==> config.mk <==
export PLATFORM = sky130hd
export DESIGN_NAME = rtc_alarm_core
export DESIGN_NICKNAME = d
export VERILOG_FILES = /design/src/rtl/rtc_pkg.sv /design/src/rtl/rtc_prescaler.sv /design/src/rtl/rtc_timekeep.sv /design/src/rtl/rtc_stopwatch.sv /design/src/rtl/rtc_events.sv /design/src/rtl/rtc_alarm_core.sv
export SDC_FILE = /design/constraint.sdc
export NUM_CORES = 1
export LEC_CHECK = 0
export BUFFER_PORTS_ARGS = -buffer_cell sky130_fd_sc_hd__buf_2
export CORE_ASPECT_RATIO = 1.2
export CORE_MARGIN = 10
export CORE_UTILIZATION = 54
export DETAILED_ROUTE_END_ITERATION = 8
export PLACE_DENSITY = 0.71
export SYNTH_ARGS = -nofsm -noshare
export SYNTH_HDL_FRONTEND = slang
export SYNTH_HIERARCHICAL = 1
export SYNTH_SLANG_ARGS = --single-unit
export TNS_END_PERCENT = 20
==> constraint.sdc <==
create_clock -name clk -period 9.05 [get_ports clk]
set_input_delay 0.905 -clock clk [delete_from_list [all_inputs] [get_ports clk]]
set_output_delay 0.905 -clock clk [all_outputs]
set_load 0.005 [all_outputs]
==> src/rtl/rtc_pkg.sv <==
// Shared types and register addresses for the alarm real-time clock.
package rtc_pkg;
    typedef struct packed {
        logic [4:0] hour;
        logic [5:0] min;
        logic [5:0] sec;
    } hms_t;

    localparam logic [2:0] ADR_TIME  = 3'd0;
    localparam logic [2:0] ADR_ALARM = 3'd1;
    localparam logic [2:0] ADR_SWCH  = 3'd2;
    localparam logic [2:0] ADR_IEN   = 3'd3;
    localparam logic [2:0] ADR_STAT  = 3'd4;

    localparam int EV_SEC = 0;
    localparam int EV_ALM = 1;
    localparam int EV_SWZ = 2;
    localparam int NEV    = 3;

    localparam int DAY_LSB = 17;
endpackage

==> src/rtl/rtc_prescaler.sv <==
// Divides the crystal-rate enable down to a one-cycle second tick.
// Assumes xtal_en is a single-cycle pulse. restart zeroes the phase and
// suppresses any tick in the same cycle.
module rtc_prescaler #(
    parameter int TICKS = 32768
) (
    input  logic clk,
    input  logic rst_n,
    input  logic xtal_en,
    input  logic restart,
    output logic sec_tick
);
    localparam int CW = (TICKS > 1) ? $clog2(TICKS) : 1;
    localparam logic [CW-1:0] LAST = CW'(TICKS - 1);

    logic [CW-1:0] phase;

    // tick on the last counted pulse of a second
    assign sec_tick = xtal_en && (phase == LAST) && !restart;

    // phase counter over crystal pulses
    always_ff @(posedge clk) begin
        if (!rst_n)       phase <= '0;
        else if (restart) phase <= '0;
        else if (xtal_en) phase <= (phase == LAST) ? '0 : phase + 1'b1;
    end

    AST_PHASE_RANGE: assert property (@(posedge clk) disable iff (!rst_n)
        phase <= LAST);
    AST_IDLE_HOLD: assert property (@(posedge clk) disable iff (!rst_n)
        !xtal_en && !restart |=> $stable(phase));

    generate
        if (TICKS > 1) begin : g_gap
            AST_NO_BACK_TO_BACK: assert property (@(posedge clk) disable iff (!rst_n)
                sec_tick |=> !sec_tick);
        end
    endgenerate
endmodule

==> src/rtl/rtc_timekeep.sv <==
// Time-of-day counter: seconds, minutes, hours and a free-running day count.
// Assumes loaded fields are in range. A load has priority over a tick.
module rtc_timekeep
    import rtc_pkg::*;
#(
    parameter int DAY_W = 15
) (
    input  logic             clk,
    input  logic             rst_n,
    input  logic             tick,
    input  logic             load,
    input  hms_t             load_hms,
    input  logic [DAY_W-1:0] load_day,
    output hms_t             hms_q,
    output logic [DAY_W-1:0] day_q,
    output hms_t             hms_next
);
    logic sec_wrap, min_wrap, hour_wrap;

    // carry chain for the next second
    always_comb begin
        sec_wrap  = (hms_q.sec == 6'd59);
        min_wrap  = sec_wrap && (hms_q.min == 6'd59);
        hour_wrap = min_wrap && (hms_q.hour == 5'd23);
        hms_next.sec  = sec_wrap ? 6'd0 : hms_q.sec + 6'd1;
        hms_next.min  = min_wrap ? 6'd0 : (sec_wrap ? hms_q.min + 6'd1 : hms_q.min);
        hms_next.hour = hour_wrap ? 5'd0 : (min_wrap ? hms_q.hour + 5'd1 : hms_q.hour);
    end

    // time registers
    always_ff @(posedge clk) begin
        if (!rst_n) begin
            hms_q <= '0;
            day_q <= '0;
        end else if (load) begin
            hms_q <= load_hms;
            day_q <= load_day;
        end else if (tick) begin
            hms_q <= hms_next;
            if (hour_wrap) day_q <= day_q + 1'b1;
        end
    end

    AST_SEC_WRAP: assert property (@(posedge clk) disable iff (!rst_n)
        tick && !load && hms_q.sec == 6'd59 |=> hms_q.sec == 6'd0);
    AST_MIN_CARRY: assert property (@(posedge clk) disable iff (!rst_n)
        tick && !load && hms_q.sec == 6'd59 && hms_q.min != 6'd59
        |=> hms_q.min == $past(hms_q.min) + 6'd1);
    AST_DAY_CARRY: assert property (@(posedge clk) disable iff (!rst_n)
        tick && !load && hms_q.hour == 5'd23 && hms_q.min == 6'd59 && hms_q.sec == 6'd59
        |=> hms_q.hour == 5'd0 && day_q == $past(day_q) + 1'b1);
    AST_HOLD_NO_TICK: assert property (@(posedge clk) disable iff (!rst_n)
        !tick && !load |=> $stable(hms_q) && $stable(day_q));
endmodule

==> src/rtl/rtc_stopwatch.sv <==
// Down-counting stopwatch, one step per second tick, halting at zero.
// A load has priority over a tick. zero_evt pulses on the 1 -> 0 step.
module rtc_stopwatch #(
    parameter int SW_W = 16
) (
    input  logic            clk,
    input  logic            rst_n,
    input  logic            tick,
    input  logic            load,
    input  logic [SW_W-1:0] load_val,
    output logic [SW_W-1:0] count,
    output logic            zero_evt
);
    localparam logic [SW_W-1:0] ONE = SW_W'(1);

    // event on the step that reaches zero
    assign zero_evt = tick && !load && (count == ONE);

    // countdown register
    always_ff @(posedge clk) begin
        if (!rst_n)                      count <= '0;
        else if (load)                   count <= load_val;
        else if (tick && count != '0)    count <= count - ONE;
    end

    AST_SW_STEP: assert property (@(posedge clk) disable iff (!rst_n)
        tick && !load && count != '0 |=> count == $past(count) - ONE);
    AST_SW_PARK: assert property (@(posedge clk) disable iff (!rst_n)
        tick && !load && count == '0 |=> count == '0);
endmodule

==> src/rtl/rtc_events.sv <==
// Sticky event flags with write-one-to-clear, enables, irq and wake.
// Assumes set and clr are single-cycle. A set beats a clear on the same bit.
module rtc_events #(
    parameter int N = 3
) (
    input  logic         clk,
    input  logic         rst_n,
    input  logic [N-1:0] set,
    input  logic [N-1:0] clr,
    input  logic         ien_wr,
    input  logic [N-1:0] ien_d,
    output logic [N-1:0] stat,
    output logic [N-1:0] ien,
    output logic         irq,
    output logic         wake
);
    // pending and enabled
    assign irq = |(stat & ien);

    // status, enable and wake registers
    always_ff @(posedge clk) begin
        if (!rst_n) begin
            stat <= '0;
            ien  <= '0;
            wake <= 1'b0;
        end else begin
            stat <= (stat & ~clr) | set;
            if (ien_wr) ien <= ien_d;
            wake <= |(stat & ien);
        end
    end

    generate
        for (genvar i = 0; i < N; i++) begin : g_flag
            AST_FLAG_STICKY: assert property (@(posedge clk) disable iff (!rst_n)
                stat[i] && !clr[i] |=> stat[i]);
            AST_SET_WINS: assert property (@(posedge clk) disable iff (!rst_n)
                set[i] |=> stat[i]);
        end
    endgenerate

    AST_WAKE_FOLLOWS: assert property (@(posedge clk) disable iff (!rst_n)
        irq |=> wake);
    AST_WAKE_QUIET: assert property (@(posedge clk) disable iff (!rst_n)
        !irq |=> !wake);
endmodule

==> src/rtl/rtc_alarm_core.sv <==
// Alarm real-time clock top: prescaler, time of day, stopwatch and events,
// with a simple register write port and a combinational read port.
// Assumes DAY_W + 17 <= 32 and SW_W <= 32, and that software loads valid
// time fields.
module rtc_alarm_core
    import rtc_pkg::*;
#(
    parameter int TICKS_PER_SEC = 32768,
    parameter int DAY_W         = 15,
    parameter int SW_W          = 16
) (
    input  logic        clk,
    input  logic        rst_n,
    input  logic        xtal_en,
    input  logic        wr_en,
    input  logic [2:0]  wr_addr,
    input  logic [31:0] wr_data,
    input  logic [2:0]  rd_addr,
    output logic [31:0] rd_data,
    output logic        irq,
    output logic        wake
);
    logic             time_wr, alarm_wr, sw_wr, ien_wr, stat_wr;
    logic             sec_tick, sw_zero, alarm_hit;
    hms_t             cur_hms, nxt_hms, alarm_q;
    logic [DAY_W-1:0] cur_day;
    logic [SW_W-1:0]  sw_count;
    logic [NEV-1:0]   ev_set, ev_clr, stat, ien;

    // write decode
    always_comb begin
        time_wr  = wr_en && (wr_addr == ADR_TIME);
        alarm_wr = wr_en && (wr_addr == ADR_ALARM);
        sw_wr    = wr_en && (wr_addr == ADR_SWCH);
        ien_wr   = wr_en && (wr_addr == ADR_IEN);
        stat_wr  = wr_en && (wr_addr == ADR_STAT);
    end

    rtc_prescaler #(.TICKS(TICKS_PER_SEC)) u_presc (
        .clk(clk), .rst_n(rst_n), .xtal_en(xtal_en),
        .restart(time_wr), .sec_tick(sec_tick)
    );

    rtc_timekeep #(.DAY_W(DAY_W)) u_time (
        .clk(clk), .rst_n(rst_n), .tick(sec_tick), .load(time_wr),
        .load_hms(wr_data[16:0]), .load_day(wr_data[DAY_LSB +: DAY_W]),
        .hms_q(cur_hms), .day_q(cur_day), .hms_next(nxt_hms)
    );

    rtc_stopwatch #(.SW_W(SW_W)) u_sw (
        .clk(clk), .rst_n(rst_n), .tick(sec_tick), .load(sw_wr),
        .load_val(wr_data[SW_W-1:0]), .count(sw_count), .zero_evt(sw_zero)
    );

    // alarm register
    always_ff @(posedge clk) begin
        if (!rst_n)        alarm_q <= '0;
        else if (alarm_wr) alarm_q <= wr_data[16:0];
    end

    // alarm compare against the time about to be loaded by the tick
    assign alarm_hit = sec_tick && (nxt_hms == alarm_q);

    // event vectors
    always_comb begin
        ev_set         = '0;
        ev_set[EV_SEC] = sec_tick;
        ev_set[EV_ALM] = alarm_hit;
        ev_set[EV_SWZ] = sw_zero;
        ev_clr         = stat_wr ? wr_data[NEV-1:0] : '0;
    end

    rtc_events #(.N(NEV)) u_ev (
        .clk(clk), .rst_n(rst_n), .set(ev_set), .clr(ev_clr),
        .ien_wr(ien_wr), .ien_d(wr_data[NEV-1:0]),
        .stat(stat), .ien(ien), .irq(irq), .wake(wake)
    );

    // read multiplexer
    always_comb begin
        rd_data = '0;
        case (rd_addr)
            ADR_TIME: begin
                rd_data[16:0]              = cur_hms;
                rd_data[DAY_LSB +: DAY_W]  = cur_day;
            end
            ADR_ALARM: rd_data[16:0]      = alarm_q;
            ADR_SWCH:  rd_data[SW_W-1:0]  = sw_count;
            ADR_IEN:   rd_data[NEV-1:0]   = ien;
            ADR_STAT:  rd_data[NEV-1:0]   = stat;
            default:   rd_data            = '0;
        endcase
    end

    AST_ALARM_ON_TICK: assert property (@(posedge clk) disable iff (!rst_n)
        alarm_hit |=> stat[EV_ALM] && cur_hms == $past(alarm_q));
    AST_WRITE_DROPS_TICK: assert property (@(posedge clk) disable iff (!rst_n)
        time_wr |-> !sec_tick);
    AST_LOAD_TIME: assert property (@(posedge clk) disable iff (!rst_n)
        time_wr |=> cur_hms == $past(wr_data[16:0]));
endmodule

==> impl_metrics.csv <==
group,metric,value,unit
timing,clock_skew,0.00711,ns
critical_path,cp-end-kind,"register",
yosys,synth.distinct_cells,75,
final_layout,stdcell_count,901,
clocking,cts_setup_buffers,0,
yosys,synth_top_area_share,29.9,%
grt,grt_pass1_vias,5322,
timing,min_period,3.82,ns
floorplan,fp.coreArea,0.0105,mm^2
yosys,yosysWarnings,6,
grt,grt_first_pass_wirelength,26700,um
final_layout,nNetsFinal,816,
timing,rsz0062_at_grt,"false",
grt,overflow,0,
outcome,status,"completed",
floorplan,pin_count,76,
clocking,cts_tree,"done",
placed_design,placedCellCount,885,
clocking,cts_num_sinks,87,
route,ant_nets,0,
pwr,leakage,2.46,nW
critical_path,critPathLaunchType,"input port",
timing,hold_viol,0,
grt,grt_max_degree,77,
route,viasPerCell,6.30,
critical_path,worstSetupPathType,"in2reg",
timing,fmax,262,MHz
clocking,root_buffer,"clkbuf_16",
min_path,whs_path_depth,2,
clocking,h-tree-depth,3,
yosys,syn-num-nets,771,
floorplan,fp-row-count,41,
yosys,synth_common_cells,"dfxtp_1, nand2_1, nor2_1, o21ai_0, a21oi_1",
critical_path,cp.arrival,4.10,ns
timing,setup_viol,0,
placed_design,pre_cts_slack,4.91,ns
clocking,cts_resized,0,
final_layout,drive_above_1_share,18.3,%
route,dr.pass1.iters,7,
critical_path,cp.required,9.32,ns
route,routed_wl,16600,um
clocking,clkLatencyLatePin,0.34,ns
floorplan,initial_core_util,55.4,%
timing,timing.slew.headroom,42.6,%
pwr,ir_drop,70.8,uV
route,drc,0,
flow_run,max_cap_violations,0,
yosys,synth_area_leaders,"dfxtp_1, o21ai_0, nand2_1",
yosys,synth_edf_count,0,
yosys,async_flop_share,0,%
yosys,ys_ff_latch,87,
route,wl_per_cell,18.5,um
critical_path,critPathMaxFanout,18,
floorplan,die_w,115,um
clocking,clk_pin_slew_worst_paths,0.06,ns
yosys,synth_seq_area_share,29.9,%
pwr,power.density,142,mW/mm^2
grt,track_usage,20.8,%
clocking,ctsHoldBuffers,0,
placed_design,port_buffers,75,
yosys,syn_inst,722,
yosys,yosys_most_used_dff,"dfxtp_1",
grt,antenna_found_initial,0,
yosys,yosysMostFrequentCell,"dfxtp_1",
clocking,numCtsBuffers,9,
final_layout,syn_to_final_growth,11.0,%
timing,fin_tns_setup,0,ns
timing,tightest_slew,0.850,ns
floorplan,die_y,134,um
floorplan,die-area,0.0154,mm^2
route,via_count,5677,
clocking,clock_path_buffers,2,
placed_design,dpl.hpwl,11800,um
critical_path,r2r_cells,9,
final_layout,antenna_cells,0,
placed_design,gp_congestion,0.877,
yosys,yosys.area.top_type,"dfxtp_1",
yosys,syn_area,0.00583,mm^2
min_path,hp-class,"reg2reg",
timing,setup_slack,5.23,ns
timing,slew_viol_final,0,
yosys,syn_avg_cell_area,8.07,um^2
timing,post-route-period-util,42.2,%
route,drtIter0Drc,476,
[through the flow]
stage                     hold slack [ns]  total power (W)  cell area (um^2)  util (%)
after global placement              0.479         0.000509              6130      58.3
after global routing                0.507         0.000949              6460      61.5
final                               0.494         0.000917              6460      61.5
after CTS                           0.498         0.000920              6460      61.5
after floorplan                     0.458         0.000480              5830         -
after detailed placement            0.482         0.000512              6130      58.3
[placed cells by master (no fill, tap or decap), types with 3 or more instances in the layout]
master,n
ha_1,7
and2_1,23
nor2b_1,13
nand2_1,67
nand4_4,3
o31a_1,5
a21oi_1,35
nand3_1,24
dfxtp_1,87
xor2_1,8
nand4_1,17
a21o_1,4
o41ai_1,3
and3_1,6
o31ai_1,16
buf_2,75
xnor2_1,27
mux2i_1,24
a31oi_1,21
or3b_2,3
o311a_1,5
or4b_2,3
a21boi_0,7
or4_1,17
o211a_1,4
buf_4,5
and4_1,6
nor2_1,56
o21a_1,7
nand2b_1,14
inv_1,12
clkbuf_16,9
a21boi_2,10
nor2_2,4
nor4_1,17
a211oi_1,3
o21ai_0,56
or3_1,10
nor3_1,17
[power breakdown]
part	internal (W)	switching [W]
clock network	0.000251	0.000161
registers	0.000393	0.0000165
logic	0.0000399	0.0000564
total	0.000684	0.000233
[registers in the layout (all words and copies together), names as in the netlist]
register and count:
u_presc/phase 15, u_sw/count 16, u_ev/stat 3, alarm_q 17, u_ev/wake 1, u_ev/ien 3
u_time/day_q 15, u_time/hms_q 17
[path summary, 6_finish.rpt]
| kind | end | start | slack (ns) |
|---|---|---|---|
| setup reg to reg | u_sw/count[15] | u_presc/phase[0] | 5.27 |
| hold / removal | alarm_q[1] | alarm_q[1] | 0.49 |
| hold reg to reg | alarm_q[1] | alarm_q[1] | 0.49 |
| setup / recovery | u_sw/count[15] | xtal_en | 5.23 |
[cells by family (layout without fill, tap and decap cells)]
group                      after synthesis  after routing  synth area share, %
AOI/OAI and AO/OA                      186            186                 21.1
xor gates and xnor gates                35             35                 5.26
adders and majority gates                7              7                 1.50
buffers and inverters                   59            109                 5.65
DFF                                     87             87                 29.9
muxes                                   26             26                 4.70
and+or+nand+nor                        322            322                 31.9
[area by class of cell]
type	count	area [um^2]
Clock buffer	10	239
Tap cell	129	161
Multi-Input combinational cell	576	3770
Sequential cell	87	1740
Fill cell	948	4050
Timing Repair Buffer	80	413
Inverter	13	48.8
Clock inverter	6	92.6
[routing by layer]
metal	track usage, %	vias to the layer above	wire (um)
met3	4.19	27	1110
li1	-	2746	-
met2	34.8	216	8190
met5	0	-	0
met1	26.1	2688	7060
met4	6.27	0	276
[critical path: stages]
cell     delay [ns]
buf_2          0.16
nand4_4        0.16
or4_4          0.60
nor2_1         0.10
buf_4          0.24
or4b_2         0.67
or4_1          0.58
or4_1          0.51
a31oi_1        0.16
No activity file was read; power rests on OpenSTA's default activity.
